--- config.mk ---
export PLATFORM = sky130hd
export DESIGN_NAME = uart_mmio
export DESIGN_NICKNAME = d
export VERILOG_FILES = /design/src/rtl/uart_mmio_pkg.sv /design/src/rtl/uart_mmio_tx.sv /design/src/rtl/uart_mmio_rx.sv /design/src/rtl/uart_mmio.sv
export SDC_FILE = /design/constraint.sdc
export NUM_CORES = 1
export LEC_CHECK = 0
export ABC_AREA = 1
export BUFFER_PORTS_ARGS = -buffer_cell sky130_fd_sc_hd__buf_4
export CORE_ASPECT_RATIO = 1.5
export CORE_MARGIN = 10
export CORE_UTILIZATION = 29
export CTS_CLUSTER_DIAMETER = 200
export CTS_CLUSTER_SIZE = 14
export DETAILED_ROUTE_END_ITERATION = 10
export GPL_TIMING_DRIVEN = 0
export HOLD_SLACK_MARGIN = 0.1
export PLACE_DENSITY = 0.47
export REMOVE_ABC_BUFFERS = 1
export SLEW_MARGIN = 20
export SYNTH_ARGS = -nofsm -noshare
export SYNTH_HDL_FRONTEND = slang
export SYNTH_SLANG_ARGS = --single-unit
--- constraint.sdc ---
create_clock -name clk -period 4.3 [get_ports clk]
set_input_delay 0.43 -clock clk [delete_from_list [all_inputs] [get_ports clk]]
set_output_delay 0.43 -clock clk [all_outputs]
set_load 0.05 [all_outputs]
--- src/rtl/uart_mmio_pkg.sv ---
package uart_mmio_pkg;
  // word indices (byte offset / 4)
  localparam logic [2:0] W_RXBUF = 3'd0;
  localparam logic [2:0] W_TXBUF = 3'd1;
  localparam logic [2:0] W_STAT  = 3'd2;
  localparam logic [2:0] W_CTRL  = 3'd3;
  localparam logic [2:0] W_DIV   = 3'd4;

  localparam int SB_PE   = 0;
  localparam int SB_FE   = 1;
  localparam int SB_BRK  = 2;
  localparam int SB_ROE  = 3;
  localparam int SB_TOE  = 4;
  localparam int SB_TMT  = 5;
  localparam int SB_TRDY = 6;
  localparam int SB_RRDY = 7;
  localparam int SB_ERR  = 8;
  localparam int CB_BRK  = 9;
  localparam int SB_DCTS = 10;
  localparam int SB_CTS  = 11;
  localparam int CB_RTS  = 11;

  localparam int ST_W = 13;
  localparam logic [ST_W-1:0] IRQ_POS = 13'h15FF;

  typedef enum logic [2:0] {
    RXS_IDLE, RXS_START, RXS_DATA, RXS_STOP, RXS_WAITHI
  } rx_state_t;
endpackage

--- src/rtl/uart_mmio_tx.sv ---
module uart_mmio_tx #(
  parameter int DIV_W  = 16,
  parameter int DATA_W = 8
) (
  input  logic              clk,
  input  logic              rst_n,
  input  logic [DIV_W-1:0]  div,
  input  logic              load,
  input  logic [DATA_W-1:0] load_data,
  output logic              busy,
  output logic              line
);
  localparam int FRAME = DATA_W + 2;
  localparam int CNT_W = $clog2(FRAME);

  logic [FRAME-1:0] sh_q, sh_d;
  logic [DIV_W-1:0] cnt_q, cnt_d;
  logic [CNT_W-1:0] bit_q, bit_d;
  logic             busy_q, busy_d;

  always_comb begin
    sh_d   = sh_q;
    cnt_d  = cnt_q;
    bit_d  = bit_q;
    busy_d = busy_q;
    if (!busy_q) begin
      if (load) begin
        busy_d = 1'b1;
        sh_d   = {1'b1, load_data, 1'b0};
        cnt_d  = '0;
        bit_d  = '0;
      end
    end else if (cnt_q == div - 1'b1) begin
      cnt_d = '0;
      sh_d  = {1'b1, sh_q[FRAME-1:1]};
      if (bit_q == CNT_W'(FRAME-1)) busy_d = 1'b0;
      else                          bit_d  = bit_q + 1'b1;
    end else begin
      cnt_d = cnt_q + 1'b1;
    end
  end

  always_ff @(posedge clk or negedge rst_n) begin
    if (!rst_n) begin
      sh_q   <= '1;
      cnt_q  <= '0;
      bit_q  <= '0;
      busy_q <= 1'b0;
    end else begin
      sh_q   <= sh_d;
      cnt_q  <= cnt_d;
      bit_q  <= bit_d;
      busy_q <= busy_d;
    end
  end

  assign busy = busy_q;
  assign line = busy_q ? sh_q[0] : 1'b1;

  AST_TX_START_LOW: assert property (@(posedge clk) disable iff (!rst_n)
    $rose(busy_q) |-> (line == 1'b0));
  AST_TX_STOP_HIGH: assert property (@(posedge clk) disable iff (!rst_n)
    (busy_q && bit_q == CNT_W'(FRAME-1)) |-> line);
endmodule

--- src/rtl/uart_mmio_rx.sv ---
module uart_mmio_rx
  import uart_mmio_pkg::*;
#(
  parameter int DIV_W  = 16,
  parameter int DATA_W = 8
) (
  input  logic              clk,
  input  logic              rst_n,
  input  logic [DIV_W-1:0]  div,
  input  logic              rx_s,
  output logic              done,
  output logic [DATA_W-1:0] data,
  output logic              ferr,
  output logic              brk
);
  localparam int BIT_W = $clog2(DATA_W);

  rx_state_t         st_q, st_d;
  logic [DIV_W-1:0]  cnt_q, cnt_d;
  logic [BIT_W-1:0]  bit_q, bit_d;
  logic [DATA_W-1:0] sh_q, sh_d;
  logic              done_q, done_d;
  logic [DATA_W-1:0] data_q, data_d;
  logic              fe_q, fe_d, brk_q, brk_d;
  logic [DIV_W-1:0]  half_m1;

  assign half_m1 = (div >> 1) - 1'b1;

  always_comb begin
    st_d   = st_q;
    cnt_d  = cnt_q;
    bit_d  = bit_q;
    sh_d   = sh_q;
    done_d = 1'b0;
    data_d = data_q;
    fe_d   = fe_q;
    brk_d  = brk_q;
    case (st_q)
      RXS_IDLE: if (!rx_s) begin
        st_d  = RXS_START;
        cnt_d = '0;
      end
      RXS_START: if (cnt_q == half_m1) begin
        cnt_d = '0;
        bit_d = '0;
        st_d  = rx_s ? RXS_IDLE : RXS_DATA;
      end else cnt_d = cnt_q + 1'b1;
      RXS_DATA: if (cnt_q == div - 1'b1) begin
        cnt_d = '0;
        sh_d  = {rx_s, sh_q[DATA_W-1:1]};
        if (bit_q == BIT_W'(DATA_W-1)) st_d  = RXS_STOP;
        else                           bit_d = bit_q + 1'b1;
      end else cnt_d = cnt_q + 1'b1;
      RXS_STOP: if (cnt_q == div - 1'b1) begin
        cnt_d  = '0;
        done_d = 1'b1;
        data_d = sh_q;
        fe_d   = !rx_s;
        brk_d  = !rx_s && (sh_q == '0);
        st_d   = rx_s ? RXS_IDLE : RXS_WAITHI;
      end else cnt_d = cnt_q + 1'b1;
      RXS_WAITHI: if (rx_s) st_d = RXS_IDLE;
      default: st_d = RXS_IDLE;
    endcase
  end

  always_ff @(posedge clk or negedge rst_n) begin
    if (!rst_n) begin
      st_q   <= RXS_IDLE;
      cnt_q  <= '0;
      bit_q  <= '0;
      sh_q   <= '0;
      done_q <= 1'b0;
      data_q <= '0;
      fe_q   <= 1'b0;
      brk_q  <= 1'b0;
    end else begin
      st_q   <= st_d;
      cnt_q  <= cnt_d;
      bit_q  <= bit_d;
      sh_q   <= sh_d;
      done_q <= done_d;
      data_q <= data_d;
      fe_q   <= fe_d;
      brk_q  <= brk_d;
    end
  end

  assign done = done_q;
  assign data = data_q;
  assign ferr = fe_q;
  assign brk  = brk_q;

  AST_RX_DONE_PULSE: assert property (@(posedge clk) disable iff (!rst_n)
    done_q |=> !done_q);
  AST_RX_BRK_FRAMING: assert property (@(posedge clk) disable iff (!rst_n)
    (done_q && brk_q) |-> (fe_q && data_q == '0));
endmodule

--- src/rtl/uart_mmio.sv ---
module uart_mmio
  import uart_mmio_pkg::*;
#(
  parameter int DIV_W   = 16,
  parameter int DATA_W  = 8,
  parameter int DIV_RST = 434
) (
  input  logic        clk,
  input  logic        rst_n,
  input  logic        bus_sel,
  input  logic        bus_wr,
  input  logic        bus_rd,
  input  logic [4:0]  bus_addr,
  input  logic [31:0] bus_wdata,
  output logic [31:0] bus_rdata,
  input  logic        ser_rx,
  output logic        ser_tx,
  input  logic        cts_in,
  output logic        rts_out,
  output logic        irq
);
  // reset: asserted asynchronously, released on a clock edge
  logic [1:0] rst_pipe;
  logic       rst_ni;
  always_ff @(posedge clk or negedge rst_n) begin
    if (!rst_n) rst_pipe <= '0;
    else        rst_pipe <= {rst_pipe[0], 1'b1};
  end
  assign rst_ni = rst_pipe[1];

  // input synchronisers
  logic [1:0] rx_sync, cts_sync;
  logic       cts_prev;
  always_ff @(posedge clk or negedge rst_ni) begin
    if (!rst_ni) begin
      rx_sync  <= 2'b11;
      cts_sync <= 2'b00;
      cts_prev <= 1'b0;
    end else begin
      rx_sync  <= {rx_sync[0], ser_rx};
      cts_sync <= {cts_sync[0], cts_in};
      cts_prev <= cts_sync[1];
    end
  end

  logic [2:0] widx;
  logic       wr_rx_unused, wr_tx, wr_st, wr_ct, wr_dv, rd_rx;
  assign widx  = bus_addr[4:2];
  assign wr_tx = bus_sel && bus_wr && (widx == W_TXBUF);
  assign wr_st = bus_sel && bus_wr && (widx == W_STAT);
  assign wr_ct = bus_sel && bus_wr && (widx == W_CTRL);
  assign wr_dv = bus_sel && bus_wr && (widx == W_DIV);
  assign rd_rx = bus_sel && bus_rd && (widx == W_RXBUF);
  assign wr_rx_unused = ^{bus_addr[1:0], bus_wdata[31:ST_W]};

  logic [ST_W-1:0]   ctrl_q, ctrl_d;
  logic [DIV_W-1:0]  div_q, div_d;
  logic [DATA_W-1:0] thold_q, thold_d, rbuf_q, rbuf_d;
  logic              tfull_q, tfull_d, rrdy_q, rrdy_d;
  logic              fe_q, fe_d, brk_q, brk_d, roe_q, roe_d, toe_q, toe_d;
  logic              dcts_q, dcts_d;

  logic              tx_load, tx_busy, tx_line;
  logic              rx_done, rx_fe, rx_brk;
  logic [DATA_W-1:0] rx_data;

  assign tx_load = tfull_q && !tx_busy;

  uart_mmio_tx #(.DIV_W(DIV_W), .DATA_W(DATA_W)) u_tx (
    .clk(clk), .rst_n(rst_ni), .div(div_q), .load(tx_load),
    .load_data(thold_q), .busy(tx_busy), .line(tx_line)
  );

  uart_mmio_rx #(.DIV_W(DIV_W), .DATA_W(DATA_W)) u_rx (
    .clk(clk), .rst_n(rst_ni), .div(div_q), .rx_s(rx_sync[1]),
    .done(rx_done), .data(rx_data), .ferr(rx_fe), .brk(rx_brk)
  );

  always_comb begin
    ctrl_d  = ctrl_q;
    div_d   = div_q;
    thold_d = thold_q;
    tfull_d = tfull_q;
    rbuf_d  = rbuf_q;
    rrdy_d  = rrdy_q;
    fe_d    = fe_q;
    brk_d   = brk_q;
    roe_d   = roe_q;
    toe_d   = toe_q;
    dcts_d  = dcts_q;
    if (wr_ct) ctrl_d = bus_wdata[ST_W-1:0];
    if (wr_dv) div_d  = bus_wdata[DIV_W-1:0];
    if (tx_load) tfull_d = 1'b0;
    if (wr_st) begin
      fe_d   = 1'b0;
      brk_d  = 1'b0;
      roe_d  = 1'b0;
      toe_d  = 1'b0;
      dcts_d = 1'b0;
    end
    if (wr_tx) begin
      if (!tfull_q) begin
        thold_d = bus_wdata[DATA_W-1:0];
        tfull_d = 1'b1;
      end else begin
        toe_d = 1'b1;
      end
    end
    if (rd_rx) rrdy_d = 1'b0;
    if (rx_done) begin
      rbuf_d = rx_data;
      rrdy_d = 1'b1;
      if (rrdy_q && !rd_rx) roe_d = 1'b1;
      if (rx_fe)  fe_d  = 1'b1;
      if (rx_brk) brk_d = 1'b1;
    end
    if (cts_sync[1] != cts_prev) dcts_d = 1'b1;
  end

  always_ff @(posedge clk or negedge rst_ni) begin
    if (!rst_ni) begin
      ctrl_q  <= '0;
      div_q   <= DIV_W'(DIV_RST);
      thold_q <= '0;
      tfull_q <= 1'b0;
      rbuf_q  <= '0;
      rrdy_q  <= 1'b0;
      fe_q    <= 1'b0;
      brk_q   <= 1'b0;
      roe_q   <= 1'b0;
      toe_q   <= 1'b0;
      dcts_q  <= 1'b0;
    end else begin
      ctrl_q  <= ctrl_d;
      div_q   <= div_d;
      thold_q <= thold_d;
      tfull_q <= tfull_d;
      rbuf_q  <= rbuf_d;
      rrdy_q  <= rrdy_d;
      fe_q    <= fe_d;
      brk_q   <= brk_d;
      roe_q   <= roe_d;
      toe_q   <= toe_d;
      dcts_q  <= dcts_d;
    end
  end

  logic [ST_W-1:0] stat;
  always_comb begin
    stat          = '0;
    stat[SB_FE]   = fe_q;
    stat[SB_BRK]  = brk_q;
    stat[SB_ROE]  = roe_q;
    stat[SB_TOE]  = toe_q;
    stat[SB_TMT]  = !tfull_q && !tx_busy;
    stat[SB_TRDY] = !tfull_q;
    stat[SB_RRDY] = rrdy_q;
    stat[SB_ERR]  = fe_q | brk_q | roe_q | toe_q;
    stat[SB_DCTS] = dcts_q;
    stat[SB_CTS]  = cts_sync[1];
  end

  always_comb begin
    case (widx)
      W_RXBUF: bus_rdata = {{(32-DATA_W){1'b0}}, rbuf_q};
      W_STAT:  bus_rdata = {{(32-ST_W){1'b0}}, stat};
      W_CTRL:  bus_rdata = {{(32-ST_W){1'b0}}, ctrl_q};
      W_DIV:   bus_rdata = {{(32-DIV_W){1'b0}}, div_q};
      default: bus_rdata = '0;
    endcase
  end

  assign irq     = |(stat & ctrl_q & IRQ_POS);
  assign ser_tx  = ctrl_q[CB_BRK] ? 1'b0 : tx_line;
  assign rts_out = ctrl_q[CB_RTS];

  AST_DIV_LEGAL: assert property (@(posedge clk) disable iff (!rst_ni)
    wr_dv |-> (bus_wdata[DIV_W-1:0] >= DIV_W'(2)));
  AST_TMT_NEEDS_TRDY: assert property (@(posedge clk) disable iff (!rst_ni)
    stat[SB_TMT] |-> !tx_busy && stat[SB_TRDY]);
  AST_TOE_ON_FULL: assert property (@(posedge clk) disable iff (!rst_ni)
    (wr_tx && tfull_q) |=> toe_q);
  AST_RRDY_ON_DONE: assert property (@(posedge clk) disable iff (!rst_ni)
    rx_done |=> (rrdy_q && rbuf_q == $past(rx_data)));
  AST_OVERRUN_FLAG: assert property (@(posedge clk) disable iff (!rst_ni)
    (rx_done && rrdy_q && !rd_rx) |=> roe_q);
  AST_STAT_CLEAR: assert property (@(posedge clk) disable iff (!rst_ni)
    (wr_st && !rx_done && !wr_tx && cts_sync[1] == cts_prev)
      |=> !(fe_q || brk_q || roe_q || toe_q || dcts_q));
  AST_BREAK_HOLD: assert property (@(posedge clk) disable iff (!rst_ni)
    (ctrl_q[CB_BRK] && $stable(ctrl_q)) |-> !ser_tx);
endmodule

* Word level (Yosys, flattened, before mapping) *
Index checks and enable logic that the tools add are counted.

operators by class
  add/subtract/negate cells = 6
  eq/ne operators = 23
  multiplexer cells = 55
  bitwise operators = 5
  reductions and logical operators = 33

operator list
  operator                                             number
  two-way mux 16 bit                                   6
  case mux 16 bit (4 select lines)                     1
  equality test 16 bit                                 3
  case mux 16 bit (3 select lines)                     1
  adder 16 x 1 -> 16 bit, second input constant        2
  two-way mux 10 bit                                   3
  two-way mux 3 bit                                    10
  two-way mux 1 bit                                    27
  two-way mux 4 bit                                    4
  subtractor 15 x 1 -> 16 bit, second input constant   1
  subtractor 16 x 1 -> 16 bit, second input constant   1
  case mux 3 bit (5 select lines)                      1
  AND 12 x 13 -> 13 bit                                1
  equality test 3 x 2 -> 1 bit, second input constant  4
  logical AND 1 bit                                    11
  OR reduction 11 bit                                  1
  != test 2 bit, second input constant                 5
  AND reduction 2 bit                                  5
  equality test 3 bit, second input constant           3
  logical NOT 8 bit                                    1
  != test 2 x 1 -> 1 bit, second input constant        4
  nonzero test 2 bit                                   4
  equality test 3 x 1 -> 1 bit, second input constant  2
  logical NOT 3 bit                                    2
  14 further kinds                                     19

storage, ports and cells
  register bits after elaboration = 131
  bits of input ports = 44
  output and inout bits = 35
  word-level logic and storage cells = 149

* Logic depth before layout (Yosys ltp) *
Gate-level depths: netlist of run 1.

  depth in word-level cells = 6
  mapped depth = 19
  mapped depth without buffers = 18

* Cells and area by module *
A second synthesis of run 1 with hierarchy kept.

unflattened totals
  cells, all modules = 1,232
  area, all modules = 8,891.0 µm²

modules (own cells, without submodules)
  module        instances  cells each  area each (µm²)  seq. area each (µm²)
  uart_mmio_rx  1          518         3,478.3          1,026.0
  uart_mmio     1          377         2,985.4          1,485.2
  uart_mmio_tx  1          337         2,427.3          762.0

* Worst setup path before layout of run 1 *
OpenSTA, ideal clock, no wires.

  path type = input to output
  start = input port bus_addr[3]
  end = output port bus_rdata[12]
  arrival time = 1.962 ns
  required time = 3.870 ns
  setup slack = 1.908 ns
  stages = 4
  path buffers = 1
  path through = nor2_1 nand2_1 clkbuf_1 o21ai_0

between the ends
  cells in the longest elaborated chain, start to end = 2
  elaborated cells between the ends (all ways) = 5
  classes of those cells = eq/ne (3); mux (1); reduce/logical (1)

RTL lines
  element                                            RTL line          RTL
  from (decl)                                        uart_mmio.sv:13   input logic [4:0] bus_addr,
  equality test 3 bit, or another cell as far along  uart_mmio.sv:164  case (widx)
  case mux 16 bit (4 select lines) (*)               uart_mmio.sv:164
  to (decl)                                          uart_mmio.sv:15   output logic [31:0] bus_rdata,

Mark *: on every way between the ends. The rest lies on a longest branch, timed or not.

* Worst setup path after layout of run 1 *
  start = register div_q[1]
  end = register u_tx.sh_q[8]

between the ends
  cells in the longest elaborated chain, start to end = 4

RTL lines
  element                        RTL line            RTL
  from (decl)                    uart_mmio.sv:57     logic [DIV_W-1:0] div_q, div_d;
  from (signal assigned)         uart_mmio.sv:123    div_q <= DIV_W'(DIV_RST);
  from (signal assigned)         uart_mmio.sv:135    div_q <= div_d;
  subtractor 16 x 1 -> 16 bit    uart_mmio_tx.sv:33  end else if (cnt_q == div - 1'b1) begin
  equality test 16 bit           uart_mmio_tx.sv:33
  != test 2 bit (no line)        --
  AND reduction 2 bit (no line)  --
  to (signal assigned)           uart_mmio_tx.sv:45  sh_q <= '1;
  to (signal assigned)           uart_mmio_tx.sv:50  sh_q <= sh_d;
  to (decl)                      uart_mmio_tx.sv:16  logic [FRAME-1:0] sh_q, sh_d;

Every way passes these cells.
A chain may end at the register's enable or synchronous reset.

==> flow_summary.json, run 1 <==
{
  "tritoncts.num_buffers": 17,
  "antenna_found_initial": 0,
  "htree_levels": 4,
  "grt_pass1_vias": 7115,
  "p_leak_nw": 4.43,
  "cts_setup_buffers": 0,
  "drive_above_1_share_pct": 16.7,
  "hp-class": "reg2async",
  "synth_compound_area_share_pct": 10.9,
  "ioPinCount": 79,
  "p_total_mw": 4.31,
  "run_status": "complete, no violations",
  "regArea_mm2": 0.00328,
  "max-slew-margin-rel_pct": 25.2,
  "synth_edf_count": 0,
  "required_ps": 4660,
  "synthArstFlopShare_pct": 100,
  "cp-end-kind": "flop",
  "fp.dieH_um": 225,
  "avgSynthCellArea_um2": 7.61,
  "worst_slack_ps": 1140,
  "rows": 75,
  "vias_per_cell": 4.64,
  "yosys.area.top_type_share_pct": 35.0,
  "cts_buffer_depth": 2,
  "n_antenna_cell": 0,
  "crit_fanout": 20,
  "place_ws_ps": 1130,
  "cpMaxStageDelayCell": "dfstp_2",
  "p_sw_mw": 1.64,
  "overflow": 0,
  "synth_adder_area_share_pct": 1.23,
  "arrival_ps": 3520,
  "grt_first_pass_wirelength_um": 38300,
  "final-max-slew-violation-count": 0,
  "root_buffer": "clkbuf_16",
  "p_comb_share_pct": 28.9,
  "drtIter0Drc": 407,
  "finalCritPeriodShare_pct": 73.4,
  "cp_common_cell": "nand2_1",
  "filler_cell_count": 3004,
  "maxCapViolCount": 0,
  "p_int_mw": 2.67,
  "die_w_um": 157,
  "cts_resized": 0,
  "wl_um": 23200,
  "dr.pass1.iters": 5,
  "dp.cells": 1433,
  "yosys.area_share.simple_pct": 32.6,
  "grt_setup_unrepaired": "no",
  "ant_nets": 0,
  "max_clock_freq_mhz": 317,
  "p_seq_share_pct": 35.7,
  "vias": 6805,
  "worstMarginPinSlew_ps": 1120,
  "design.core.area_mm2": 0.0279,
  "synth_cells": 1072,
  "ys_seq_area_share_pct": 40.1,
  "grt.total_usage_pct": 13.8,
  "power_density_mw_per_mm2": 460,
  "synth.ff_latch_count": 130,
  "clkSinkCount": 130,
  "synth_top_family_by_area": "simple AND/OR/NAND/NOR gates",
  "place.gp.congestion": 0.873,
  "grt_max_degree": 37,
  "initial_core_util_pct": 29.3,
  "synthTopCellsByCount": "nand2_1 (336), inv_1 (115), dfrtp_1 (114)",
  "synth_area_leaders": "dfrtp_1 (35%), nand2_1 (15%), inv_1 (5.3%), dfstp_2 (5.2%), nand3_1 (4.7%)",
  "finClkSkew_ps": 8.31,
  "cts_tree": "done",
  "synth_xor_area_share_pct": 4.72,
  "yosys_warnings": 0,
  "hold_violations": 0,
  "clk_latency_ps": 440,
  "path_class": "reg2reg",
  "yosysMostFrequentCell": "nand2_1",
  "clkPwrFrac_pct": 35.5,
  "dp_hpwl_um": 17900,
  "routedWlPerCell_um": 15.8,
  "fin_nets": 1161,
  "yosys.area.top_type": "dfrtp_1",
  "worst_setup_path_start_kind": "flop",
  "ys_types": 43,
  "ys.flop_type": "dfrtp_1",
  "dieArea_mm2": 0.0354,
  "multi_input_area_mm2": 0.00418,
  "stdcell_count": 1468,
  "switching_share_pct": 38.0,
  "portBuffers": 44,
  "ir_drop_uv": 322,
  "critical-path-max-stage-delay_ps": 530,
  "post-route-min-period_ps": 3160,
  "drc_errors": 0,
  "cp_cell_sequence": "inv_1 > ha_1 > inv_2 > nor2_1 > nand2_1 > nand2_1 > nand2_1 > nand2_1 > nor2_1 > nand2_1 > nor2_1 > nand2_1 > nor2_1 > nand2_2 > nand2_2 > nand2_4 > nand2_1 > o21ai_2",
  "syn_area_mm2": 0.00816,
  "synthMuxAreaShare_pct": 0.859,
  "clk_pin_slew_ps": 60,
  "syn2layout_area_growth_pct": 14.9,
  "setup_violations": 0
}
-- sequential cells by signal, summed over array words and instances, names as in the netlist, 2 cells and up --
register / flops
rx_sync: 2
u_tx.cnt_q: 16
u_tx.bit_q: 4
cts_sync: 2
u_rx.bit_q: 3
u_rx.st_q: 3
div_q: 16
thold_q: 8
rbuf_q: 8
u_rx.cnt_q: 16
u_rx.sh_q: 8
rst_pipe: 2
u_tx.sh_q: 9
ctrl_q: 13
u_rx.data: 8
-- kinds of logic (layout without fill, tap and decap cells) --
logic type	after synthesis	after routing
simple gates	583	583
buf+inv	167	202
compound gates	131	131
flops	130	130
xor+xnor	44	44
fa+ha+maj	8	8
mux	7	7
other cells	2	17
-- final cells by class --
| cell class | instances | share of cell area [%] |
|---|---|---|
| Clock buffer | 18 | 4.69 |
| Clock inverter | 14 | 1.87 |
| Inverter | 120 | 4.81 |
| Multi-Input combinational cell | 790 | 44.6 |
| Sequential cell | 130 | 35.0 |
| Tap cell | 346 | 4.62 |
| Timing Repair Buffer | 50 | 4.49 |
-- routing by layer --
layer / part of all wire [%] / GRT usage [%]
met1: 43 / 16.3
met2: 51 / 24.2
met3: 3.0 / 2.45
met4: 2.6 / 5.68
met5: 0 / 0
-- worst max-delay path, delay by kind of cell, from the launching register on --
| kind | cells | cell delay, ps |
|---|---|---|
| compound gates | 1 | 60 |
| flops | 1 | 530 |
| fa+ha+maj | 1 | 300 |
| simple gates | 14 | 1950 |
| buf+inv | 2 | 240 |
-- power by group through the flow --
stage | registers [mW] | logic (mW) | clock network [mW]
finish | 1.54 | 1.24 | 1.53
global route | 1.56 | 1.42 | 1.62
CTS | 1.54 | 1.26 | 1.57
detailed placement | 1.56 | 1.25 | 0
global placement | 1.58 | 1.21 | 0
floorplan | 1.51 | 0.930 | 0
-- final timing paths --
| path | from | endpoint | slack [ps] | cells past startpoint |
|---|---|---|---|---|
| setup / recovery | div_q[1] | u_tx.sh_q[8] | 1140 | 18 |
| hold / removal | rst_pipe[1] | ctrl_q[3] | 230 | 0 |
| setup reg to reg | div_q[1] | u_tx.sh_q[8] | 1140 | 18 |
| hold reg to reg | rst_pipe[1] | ctrl_q[3] | 230 | 0 |
| max in group asynchronous | rst_pipe[1] | rx_sync[0] | 2950 | 3 |
| min in group clk | bus_wdata[15] | div_q[15] | 240 | 3 |
-- stage by stage --
step / instance area (µm²) / hold slack (ps) / util (%) / setup TNS, ps
2_1_floorplan: 7900 / 134 / - / 0
3_3_place_gp: 8660 / 213 / 31.1 / -159580
3_5_place_dp: 8730 / 214 / 31.3 / 0
4_1_cts: 9370 / 231 / 33.6 / 0
5_1_grt: 9370 / 260 / 33.6 / 0
6_report: 9370 / 233 / 33.6 / 0
-- timing repair --
item                                    4_1_cts  5_1_grt
hold buffers                                  3        0
endpoints found under the setup margin        0        0
endpoints found under the hold margin         4        0
-- cells in the final DEF (no fill, tap or decap), types with 9 or more instances in the layout --
master	Yosys	final
a21oi_1	9	9
buf_4	17	44
clkbuf_16	0	17
conb_1	2	17
dfrtp_1	114	113
dfstp_2	16	16
inv_1	115	115
nand2_1	336	335
nand2_2	16	17
nand3_1	76	76
nand4_1	19	19
nor2_1	86	86
nor2_4	12	12
o21ai_0	63	63
o21ai_2	26	26
o22ai_2	10	10
xnor2_1	13	13
xor2_1	31	31
No activity file was read; power rests on OpenSTA's default activity.
==> inputs of run 2 (changes only) <==
ABC_AREA = 0   (was 1)
PLACE_DENSITY = 0.49   (was 0.47)
clock period = 2.79 ns   (was 4.3 ns; I/O delays follow)
==> flow_summary.json, run 2 <==
{
  "run_status": "complete, but fails checks",
  "failed_checks": "negative setup slack",
  "cts_buffer_depth": 2,
  "root_buffer": "clkbuf_16",
  "setup_violations": 69,
  "final-max-slew-violation-count": 0,
  "ys_seq_area_share_pct": 41.3,
  "vias_per_cell": 5.15,
  "drive_above_1_share_pct": 37.5,
  "synth_xor_area_share_pct": 8.18,
  "dp_hpwl_um": 15800,
  "grt.total_usage_pct": 13.1,
  "ys_types": 79,
  "finClkSkew_ps": 8.53,
  "dp.cells": 1130,
  "n_antenna_cell": 0,
  "yosys.area.top_type": "dfrtp_1",
  "hp-class": "in2reg",
  "max-slew-margin-rel_pct": 47.6,
  "maxCapViolCount": 0,
  "cp-end-kind": "flop",
  "drtIter0Drc": 257,
  "p_leak_nw": 4.72,
  "stdcell_count": 1265,
  "syn2layout_area_growth_pct": 33.3,
  "finalCritPeriodShare_pct": 116,
  "place.gp.congestion": 0.834,
  "overflow": 0,
  "final_common_cell": "buf_4",
  "antenna_found_initial": 0,
  "yosysMostFrequentCell": "dfrtp_1",
  "hold_violations": 0,
  "tritoncts.num_buffers": 17,
  "initial_core_util_pct": 29.2,
  "synth.ff_latch_count": 130,
  "worst-path-buf-inv": 2,
  "synth_cells": 798,
  "synth_adder_area_share_pct": 1.26,
  "synthArstFlopShare_pct": 100,
  "power_density_mw_per_mm2": 695,
  "drc_errors": 0,
  "fin_nets": 962,
  "clkSinkCount": 130,
  "critical-path-max-stage-delay_ps": 590,
  "grt_first_pass_wirelength_um": 36200,
  "path_class": "reg2reg",
  "synthTopCellsByCount": "dfrtp_1 (114), nand2_1 (67), mux2_2 (56)",
  "worst_setup_path_start_kind": "flop",
  "synth_compound_area_share_pct": 13.8,
  "yosys.area_share.simple_pct": 19.0,
  "yosys.area.top_type_share_pct": 36.0,
  "required_ps": 3100,
  "post-route-min-period_ps": 3240,
  "ys.flop_type": "dfrtp_1",
  "synth_edf_count": 0,
  "clk_latency_ps": 430,
  "cp_cell_sequence": "or4b_4 > or3_4 > a32oi_4 > nand4b_1 > nor4_4 > buf_4 > and2_4 > and3b_2 > buf_12 > mux2_4",
  "routedWlPerCell_um": 18.9,
  "yosys_warnings": 0,
  "grt_pass1_vias": 6361,
  "cts_tree": "done",
  "ioPinCount": 79,
  "arrival_ps": 3550,
  "fp.dieH_um": 223,
  "htree_levels": 4,
  "dieArea_mm2": 0.0345,
  "worst_slack_ps": -448,
  "wl_um": 23900,
  "cpMaxStageDelayCell": "or4b_4",
  "avgSynthCellArea_um2": 9.94,
  "syn_area_mm2": 0.00793,
  "synthMuxAreaShare_pct": 11.1,
  "synth_top_family_by_area": "simple AND/OR/NAND/NOR gates",
  "worstMarginPinSlew_ps": 785,
  "tns_ps": -19560,
  "vias": 6509,
  "rows": 74,
  "crit_fanout": 8,
  "portBuffers": 44,
  "clk_pin_slew_ps": 60,
  "die_w_um": 155,
  "ir_drop_uv": 549,
  "grt_setup_unrepaired": "yes",
  "grt_max_degree": 46,
  "layout_common_cells": "buf_4 (111), dfrtp_1 (104), nand2_1 (66)",
  "dr.pass1.iters": 4,
  "largestRegisters": "div_q x16, u_rx.cnt_q x16, u_tx.cnt_q x16",
  "ant_nets": 0,
  "crit_family": "simple AND/OR/NAND/NOR gates",
  "synth_area_leaders": "dfrtp_1 (36%), mux2_2 (7.9%), dfstp_2 (5.3%), xnor2_1 (4.6%), nand2_1 (3.2%)",
  "max_clock_freq_mhz": 309,
  "design.core.area_mm2": 0.0271
}
run 2: per-stage QoR:
step / cell area [µm²] / setup WS, ps / hold slack [ps] / utilization, % / power [mW]
2_1_floorplan: 7630 / -1500 / -16.6 / - / 3.78
3_3_place_gp: 8390 / -2960 / 61.7 / 30.9 / 4.30
3_5_place_dp: 8470 / -1830 / 63.1 / 31.2 / 4.33
4_1_cts: 9580 / -512 / 110 / 35.3 / 6.84
5_1_grt: 10600 / -563 / 114 / 39.0 / 7.73
6_report: 10600 / -448 / 117 / 39.0 / 7.35
run 2: repair_timing:
action,4_1_cts,5_1_grt
hold buffers,10,0
gates cloned,0,5
endpoints found under the setup margin,72,73
resized for setup,51,113
setup buffers,25,64
pin swaps,10,60
hold endpoints to repair,16,0
run 2: metal layers:
metal / track usage [%] / up-vias / routed length (µm)
met3: 2.53 / 34 / 773
met1: 15.4 / 3272 / 9880
li1: - / 3079 / -
met4: 4.77 / 0 / 522
met2: 23.0 / 124 / 12700
met5: 0 / - / 0
run 2: kinds of logic after synthesis:
logic type,count (synthesis)
AND/OR/NAND/NOR,272
AO/OA/AOI/OAI,155
flip-flops,130
buffers and inverters,87
multiplexers,81
XOR/XNOR,63
adder cells (fa/ha/maj),8
other,2
run 2: cell type report:
| type | instances | area, µm² |
|---|---|---|
| Clock inverter | 13 | 159 |
| Tap cell | 342 | 428 |
| Sequential cell | 130 | 3300 |
| Timing Repair Buffer | 146 | 1300 |
| Multi-Input combinational cell | 600 | 4900 |
| Fill cell | 2635 | 16500 |
| Inverter | 15 | 61.3 |
| Clock buffer | 19 | 433 |
run 2: worst paths after layout:
check / cells after the start / to / slack (ps) / from
min in group asynchronous: 2 / rst_pipe[0] / 170 / rst_n
setup reg to reg: 10 / u_rx.data[4] / -450 / div_q[3]
setup / recovery: 10 / u_rx.data[4] / -450 / div_q[3]
hold reg to reg: 0 / thold_q[7] / 350 / rst_pipe[1]
max in group asynchronous: 1 / rx_sync[1] / 1720 / rst_pipe[1]
hold / removal: 2 / ctrl_q[9] / 120 / bus_wdata[9]
run 2: power breakdown:
part | total (mW) | switching, mW | internal, mW
Sequential | 2.60 | 0.442 | 2.16
Combinational | 2.48 | 1.26 | 1.23
Clock | 2.27 | 0.870 | 1.40
